<file path="src/rtl/sync_shift_port.sv">
module sync_shift_port #(
  parameter int W = 8,
  localparam int CW = $clog2(W)
) (
  input  logic         clk,
  input  logic         rst_n,
  input  logic [2:0]   pre_en,
  input  logic         wr_ctrl,
  input  logic         wr_div,
  input  logic         wr_data,
  input  logic [W-1:0] wdata,
  output logic [W-1:0] rx_data,
  output logic         busy,
  output logic         irq,
  input  logic         sclk_i,
  output logic         sclk_o,
  output logic         sclk_oe,
  input  logic         sd_i,
  output logic         sd_o,
  output logic         sd_oe
);
  logic [5:0]    ctrl;
  logic [W-1:0]  div, cnt, sr;
  logic [CW-1:0] nbit;
  logic [2:0]    sy;
  logic busy_r, hold, sclk_r, ph, out_bit, oe_r, irq_r, tick;

  wire ext = ctrl[2];
  wire msb = ctrl[3];
  wire pol = ctrl[4];
  wire idl = ctrl[5];

  always_comb
    case (ctrl[1:0])
      2'd0:    tick = pre_en[0];
      2'd1:    tick = pre_en[1];
      default: tick = pre_en[2];
    endcase

  wire run    = !ext && (busy_r || hold);
  wire half   = run && tick && (cnt == div);
  wire s_rise = sy[1] && !sy[2];
  wire s_fall = !sy[1] && sy[2];
  wire lead   = (half && busy_r && !ph) || (ext && (pol ? s_rise : s_fall));
  wire trail  = (half && busy_r && ph) || (ext && (pol ? s_fall : s_rise));
  wire done   = trail && busy_r && (nbit == CW'(W - 1));
  wire [W-1:0] shifted = msb ? {sr[W-2:0], sd_i} : {sd_i, sr[W-1:1]};

  always_ff @(posedge clk) begin
    if (!rst_n) begin
      ctrl <= '0; div <= '0; cnt <= '0; sr <= '0; nbit <= '0; sy <= '1;
      busy_r <= 1'b0; hold <= 1'b0; sclk_r <= 1'b1; ph <= 1'b0;
      out_bit <= 1'b0; oe_r <= 1'b0; irq_r <= 1'b0;
    end else begin
      irq_r <= 1'b0;
      sy <= {sy[1:0], sclk_i};
      if (wr_ctrl) begin
        ctrl <= wdata[5:0];
        if (!busy_r) sclk_r <= ~wdata[4];
      end
      if (wr_div) div <= wdata;
      if (run && tick) cnt <= (cnt == div) ? '0 : cnt + 1'b1;
      if (half && busy_r) begin
        sclk_r <= ~sclk_r;
        ph     <= ~ph;
      end
      if (lead) begin
        out_bit <= msb ? sr[W-1] : sr[0];
        if (!ext) oe_r <= 1'b1;
      end
      if (trail) begin
        sr <= shifted;
        if (busy_r) nbit <= nbit + 1'b1;
      end
      if (done) begin
        busy_r <= 1'b0;
        irq_r  <= 1'b1;
        hold   <= !ext;
        nbit   <= '0;
      end
      if (half && hold && !busy_r) begin
        hold <= 1'b0;
        oe_r <= 1'b0;
      end
      if (wr_data) begin
        sr <= wdata; busy_r <= 1'b1; hold <= 1'b0; oe_r <= 1'b0;
        cnt <= '0; ph <= 1'b0; nbit <= '0; out_bit <= idl;
        if (!ext) sclk_r <= ~pol;
      end
    end
  end

  assign rx_data = sr;
  assign busy    = busy_r;
  assign irq     = irq_r;
  assign sclk_o  = sclk_r;
  assign sclk_oe = !ext;
  assign sd_o    = (ext && !busy_r) ? idl : out_bit;
  assign sd_oe   = ext || oe_r;

  AST_IRQ_PULSE: assert property (@(posedge clk) disable iff (!rst_n) irq |=> !irq);
  AST_IRQ_ENDS_BUSY: assert property (@(posedge clk) disable iff (!rst_n) irq |-> (!busy && $past(busy)));
  AST_COUNT_AT_REST: assert property (@(posedge clk) disable iff (!rst_n) !busy |-> (nbit == '0));
  AST_CLK_REST_LEVEL: assert property (@(posedge clk) disable iff (!rst_n) (!busy && !ext) |-> (sclk_o == !pol));
  AST_FLOAT_WHEN_IDLE: assert property (@(posedge clk) disable iff (!rst_n) (!ext && !busy && !hold) |-> !sd_oe);
  AST_WRITE_FLOATS: assert property (@(posedge clk) disable iff (!rst_n) (wr_data && !ext && !wr_ctrl) |=> !sd_oe);
endmodule

</file>
<file path="config.mk">
export PLATFORM = sky130hd
export DESIGN_NAME = sync_shift_port
export DESIGN_NICKNAME = d
export VERILOG_FILES = /design/src/rtl/sync_shift_port.sv
export SDC_FILE = /design/constraint.sdc
export NUM_CORES = 1
export LEC_CHECK = 0
export BUFFER_PORTS_ARGS = -buffer_cell sky130_fd_sc_hd__buf_2
export CORE_ASPECT_RATIO = 0.5
export CORE_UTILIZATION = 25
export CTS_CLUSTER_SIZE = 10
export DETAILED_ROUTE_END_ITERATION = 10
export GPL_TIMING_DRIVEN = 0
export PLACE_DENSITY = 0.48
export SETUP_SLACK_MARGIN = 0.2
export SYNTH_ARGS = -nofsm -noshare
export SYNTH_HDL_FRONTEND = slang
export SYNTH_SLANG_ARGS = --single-unit
export TNS_END_PERCENT = 20
</file>
<file path="constraint.sdc">
create_clock -name clk -period 3.6 [get_ports clk]
set_input_delay 0 -clock clk [delete_from_list [all_inputs] [get_ports clk]]
set_output_delay 0 -clock clk [all_outputs]
set_load 0.05 [all_outputs]
</file>
==> results of run 1 <==
## flip-flops by register name, summed over array words and instances (netlist names), 3 cells and up
| name | flops |
|---|---|
| ctrl | 6 |
| nbit | 3 |
| cnt | 8 |
| sy | 3 |
| div | 8 |
| rx_data | 8 |
## metrics by stage
stage	instance area [um2]	utilization, %
2_1_floorplan	2120	-
3_3_place_gp	2410	29.6
3_5_place_dp	2410	29.6
4_1_cts	2570	31.7
5_1_grt	2570	31.7
6_report	2570	31.7
## worst paths after layout
kind	start	end	slack, ps	cells after the start
max	sy[1]	rx_data[7]	1530	5
min	wdata[6]	div[6]	2	3
max reg2reg	sy[1]	rx_data[7]	1530	5
min reg2reg	sy[0]	sy[1]	430	1
## final cells by class
| class | instances | share of cell area (%) |
|---|---|---|
| inverter | 5 | 0.730 |
| clock buffer | 8 | 6.08 |
| tap | 112 | 5.45 |
| multi-input combinational | 158 | 46.2 |
| buffer | 11 | 2.04 |
| sequential | 43 | 33.5 |
| timing repair buffer | 30 | 6.03 |
## synthesized netlist by cell type
library cell	n	area, um2
a221o_1	8	80.1
xor2_1	14	123
nand3b_1	4	30.0
nand2b_4	1	13.8
a21oi_1	3	15.0
nand2b_1	5	31.3
mux2_2	8	90.1
mux2i_1	18	180
nand3_1	3	15.0
or3_1	1	6.26
o211ai_1	4	30.0
a41oi_1	1	8.76
nand2_1	14	52.6
o21ai_1	1	5.00
buf_6	1	11.3
a31o_2	1	8.76
a311oi_1	1	8.76
o21ai_0	11	55.1
a311oi_4	1	26.3
buf_4	1	7.51
nor4_2	2	25.0
o311ai_0	1	8.76
and3_4	1	11.3
ha_1	3	37.5
dfxtp_1	43	861
o22ai_1	1	6.26
nand4_1	6	37.5
clkbuf_1	8	30.0
or3b_2	1	8.76
a31oi_1	1	6.26
nor2_1	11	41.3
and3_1	11	68.8
buf_1	1	3.75
a2111oi_4	1	27.5
inv_1	5	18.8
nor2b_1	17	106
xnor2_1	2	17.5
or2_2	1	6.26
## worst register-to-register path: cells and delay by family, from the launching register on
| kind | cells | cell delay [ps] |
|---|---|---|
| flip-flops | 1 | 380 |
| AO/OA/AOI/OAI | 3 | 1100 |
| AND/OR/NAND/NOR | 2 | 550 |
## power breakdown
part / switching, mW / internal, mW / total (mW)
registers: 0.0192 / 0.495 / 0.515
logic: 0.0979 / 0.0596 / 0.158
clock network: 0.180 / 0.295 / 0.475
## per-layer routing
metal	up-vias	wire length, um
met1	791	2660
li1	848	-
met2	21	2170
met4	0	48
met3	5	138
met5	-	0
## cell families after synthesis
group	after synthesis	synth area share [%]
compound gates	35	13.5
xor+xnor	16	6.61
fa+ha+maj	3	1.77
buf+inv	16	3.36
flops	43	40.6
mux	26	12.7
simple gates	78	21.4
==> metrics.md, run 1 <==
| Metric | Value |
|---|---|
| Port bufs | 29 |
| CTS Hold Bufs | 1 |
| Via-to-Cell Ratio | 4.54 |
| Clock root buffer | clkbuf_16 |
| Crit path cell chain | or3b_2 -> a21oi_1 -> nand2_1 -> o21ai_1 -> a221o_1 |
| Slowest stage cell, crit path | or3b_2 |
| Post-CTS Setup Bufs | 0 |
| Fin. Hold Viols | 0 |
| Setup ws final | 1530 ps |
| Static leakage | 1.09 nW |
| CTS tree | built |
| GRT overflow | 0 |
| DIE HEIGHT | 67.1 um |
| Synth Warn # | 0 |
| DP HPWL | 3.80 mm |
| WL per Instance | 13.7 um |
| PwrDens | 446 mW/mm2 |
| M2 GR Usage | 18.7% |
| Post-CTS resize count | 0 |
| Placer Congestion | 0.768 |
| Placed Cells | 358 |
| Max-slew headroom at the worst pin | 53.8% |
| Met1 Usage GRT | 16.6% |
| DIE WIDTH | 132 um |
| Fin Setup TNS | 0 ps |
| Fin crit period | 2070 ps |
| CP arrival | 2290 ps |
| Max Freq | 484 MHz |
| H-tree depth | 2 |
| Multi-input logic area | 0.00119 mm2 |
| Synth Area per Inst | 9.77 um2 |
| Post-Route WL | 5.01 mm |
| Final cell count without fillers | 367 |
| Tot Pwr | 1.15 mW |
| Vias | 1,665 |
| FILL cells | 866 |
| Clk_lat worst skew | 280 ps |
| Max-slew violation count | 0 |
| Largest net degree at the start of global routing | 13 |
| Hold Slack | 1.84 ps |
| Initial Utilization | 26.1% |
| # rows | 23 |
| First-pass GRT wire length | 8.29 mm |
| Crit-path max cell delay | 450 ps |
| Dpl ws | 1570 ps |
| Register area share after synthesis | 40.6% |
| Post-Syn Nets | 238 |
| Clock transition at path regs | 60 ps |
| Die Area | 0.00888 mm2 |
| Remaining DRCs | 0 |
| Unique cell type count in the Yosys netlist | 38 |
| RSZ-0062 raised after global routing | false |
| Clock skew | 7.46 ps |
| Initial DRC Count | 102 |
| Commonest non-fill, non-tap cells in the layout | dfxtp_1 (43), buf_2 (29), mux2i_1 (18) |
| Num CTS Buffers | 5 |
| P&R area growth vs syn | 21.3% |
| Register area | 861 um2 |
| VDD IR max | 0.224 mV |
| Post-DRT Antenna Nets | 0 |
| Outcome | finished, final reports clean |
| Worst Path Required | 3830 ps |
| Worst Max-Slew Pin Slew | 688 ps |
| Placeable Area | 0.00812 mm2 |
| Initial antenna violation count | 0 |
| Commonest non-fill, non-tap cell in the layout | dfxtp_1 |
| I/O pin count | 32 |
| Met3 Track Usage GR | 2.51% |
| Clk buf depth | 2 |
| Crit-path max FO | 8 |
| Ant. Diodes | 0 |
| Layout cell share with drive strength beyond 1 | 21.6% |
| Tot GR Track Use | 12.0% |
| Syn Inst Count | 217 |
| Critical path type | flip-flop to flip-flop |
| Drt first pass iters | 4 |
| Hold Crit Class | primary input to flip-flop |
| Sink Count | 43 |
| Max-cap viol count | 0 |
| Startpoint types | flip-flop |
| Gr busiest metal | met2 |
| WP buf/inv | 0 |
| Layout net count | 275 |
| CP top delay family | compound AO/OA/AOI/OAI gates |
| Setup Viol. Count Final | 0 |
| Post-Syn Area | 0.00212 mm2 |
| Final period util | 57.4% |
| Number of global-route vias before repair | 1,599 |
| CP endpoint kind | flip-flop |
| Register bit count reported by yosys | 43 |
Note: power is estimated with default switching activity, not from simulation.
==> inputs of run 2 (changes only) <==
- PLACE_DENSITY: 0.48 -> 0.5
- clock period: 3.6 -> 1.8 ns (I/O delays scaled with it)
==> run 2 against run 1 <==
  * The run now ends with negative setup slack left
  * Power is 120% higher
  * Register-to-register slack lost 1500 ps
  * Utilization grew 2.0 points
  * Final cell count is 1.9% higher
  * Non-clock buffer count up 7
  * Wire length shrank 0.62%
  * Fmax increased by 14%
  * Highest routed layer unchanged
  * Worst hold slack gained 5.8 ps
  * Die area stayed put
  * Clock power increased by 140%
  * Clock-buffer cell count down 2
  * Sequential cell count is the same
==> metrics.md, run 2 (synthesized netlist as in run 1, its figures left out) <==
| Metric | Value |
|---|---|
| Max-slew violation count | 0 |
| Max-slew headroom at the worst pin | 63.8% |
| Tot Pwr | 2.51 mW |
| Placed Cells | 358 |
| Num CTS Buffers | 5 |
| GRT overflow | 0 |
| Clk buf depth | 2 |
| Layout cell share with drive strength beyond 1 | 27.9% |
| Via-to-Cell Ratio | 4.58 |
| I/O pin count | 32 |
| Initial DRC Count | 139 |
| Final period util | 100% |
| DP HPWL | 3.73 mm |
| WL per Instance | 13.3 um |
| H-tree depth | 2 |
| Hold Crit Class | primary input to flip-flop |
| Sink Count | 43 |
| CP arrival | 1980 ps |
| Commonest non-fill, non-tap cell in the layout | dfxtp_1 |
| Critical path type | flip-flop to flip-flop |
| Clock skew | 6.37 ps |
| Clk_lat worst skew | 290 ps |
| DIE HEIGHT | 67.1 um |
| Final Core Density | 33.7% |
| Final cell count without fillers | 374 |
| Crit-path max FO | 8 |
| Placeable Area | 0.00812 mm2 |
| Die Area | 0.00888 mm2 |
| Placed cell area | 0.00241 mm2 |
| Ant. Diodes | 0 |
| Crit-path max cell delay | 410 ps |
| Layout net count | 282 |
| Clock root buffer | clkbuf_16 |
| Combinational power share | 14.1% |
| Worst Max-Slew Pin Slew | 543 ps |
| Static leakage | 1.14 nW |
| Port bufs | 29 |
| Final instance area | 0.00273 mm2 |
| First-pass GRT wire length | 8.40 mm |
| VDD IR max | 0.387 mV |
| Clock power frac | 44.9% |
| # rows | 23 |
| P&R area growth vs syn | 28.9% |
| CTS tree | built |
| Hold Slack | 7.60 ps |
| Startpoint types | flip-flop |
| Tot GR Track Use | 12.1% |
| Initial antenna violation count | 0 |
| Drt first pass iters | 4 |
| Max-cap viol count | 0 |
| Remaining DRCs | 0 |
| FILL cells | 853 |
| Reg power frac | 41.0% |
| DIE WIDTH | 132 um |
| CP endpoint kind | flip-flop |
| Largest net degree at the start of global routing | 15 |
| Vias | 1,712 |
| Setup ws final | -8.42 ps |
| Initial Utilization | 26.1% |
| Post-Route WL | 4.98 mm |
| P_int | 1.87 mW |
| PwrDens | 918 mW/mm2 |
| Placer Congestion | 0.754 |
| Slowest stage cell, crit path | a2111oi_4 |
| Crit path cell chain | mux2i_2 -> a2111oi_4 -> and3_4 -> a311oi_4 -> a221o_1 |
| Sw Ratio | 25.3% |
| Setup Viol. Count Final | 2 |
| RSZ-0062 raised after global routing | true |
| Number of global-route vias before repair | 1,726 |
| Max Freq | 553 MHz |
| Failing checks | negative setup slack |
| Net Switching | 0.636 mW |
| Post-DRT Antenna Nets | 0 |
| Commonest non-fill, non-tap cells in the layout | dfxtp_1 (37), buf_2 (29), nor2b_1 (17), mux2i_1 (17) |
| Fin crit period | 1810 ps |
| Outcome | complete, but fails checks |
| Clock transition at path regs | 70 ps |
| Fin. Hold Viols | 0 |
| Worst Path Required | 1970 ps |
run 2: cell types whose count changed in the layout (fill, tap and decap cells not counted), moves of 2 or more:
| cell | previous run | this run |
|---|---|---|
| clkbuf_8 | 2 | 0 |
| buf_4 | 1 | 6 |
| dfxtp_4 | 0 | 2 |
| dfxtp_1 | 43 | 37 |
| nor4_4 | 0 | 2 |
| dfxtp_2 | 0 | 4 |
| nor4_2 | 2 | 0 |
run 2: layout make-up:
class / count / area (um2) / share of cell area, %
Inverter: 5 / 18.8 / 0.686
Clock buffer: 6 / 150 / 5.49
Sequential cell: 43 / 873 / 31.9
Tap cell: 112 / 140 / 5.13
Multi-Input combinational cell: 158 / 1250 / 45.6
Clock inverter: 2 / 37.5 / 1.37
Timing Repair Buffer: 37 / 210 / 7.69
Buffer: 11 / 56.3 / 2.06
run 2: timing repair:
| action | 4_1_cts | 5_1_grt |
|---|---|---|
| hold endpoints to repair | 2 | 0 |
| hold buffers | 2 | 0 |
| setup endpoints to repair | 27 | 27 |
| pin swaps | 3 | 15 |
| gates resized for setup | 9 | 8 |
| buffers inserted | 3 | 3 |
run 2: layer usage:
layer | vias to the layer above | track usage, % | share of wire [%]
li1 | 869 | - | -
met1 | 815 | 15.7 | 50
met2 | 20 | 20.2 | 45
met3 | 8 | 2.44 | 3.0
met4 | 0 | 4.89 | 1.5
met5 | - | 0 | 0
run 2: worst paths after layout:
kind                            cells past startpoint  slack [ps]         end     start
worst max-delay path                                5          -8  rx_data[1]   ctrl[0]
worst min-delay path                                3           8     ctrl[5]  wdata[5]
worst max register to register                      5          -8  rx_data[1]   ctrl[0]
worst min register to register                      1         410       sy[1]     sy[0]
run 2: power groups by stage:
stage / sequential, mW / clock (mW) / combinational, mW
floorplan: 1.09 / 0 / 0.184
global placement: 1.05 / 0 / 0.309
detailed placement: 1.05 / 0 / 0.313
CTS: 1.03 / 1.16 / 0.340
global route: 1.03 / 1.20 / 0.383
finish: 1.03 / 1.13 / 0.354
run 2: stage by stage:
stage          setup TNS (ps)  worst slack, ps
3_3_place_gp            -2490             -222
2_1_floorplan               0             80.9
5_1_grt                  -823            -87.2
4_1_cts                     0             13.8
3_5_place_dp            -2610             -235
6_report                -11.8            -8.42
run 2: critical path: cells and delay by family, from the launching register on:
family	cells	cell delay, ps
AOI/OAI and AO/OA	3	920
DFF	1	340
muxes	1	160
and+or+nand+nor	1	280
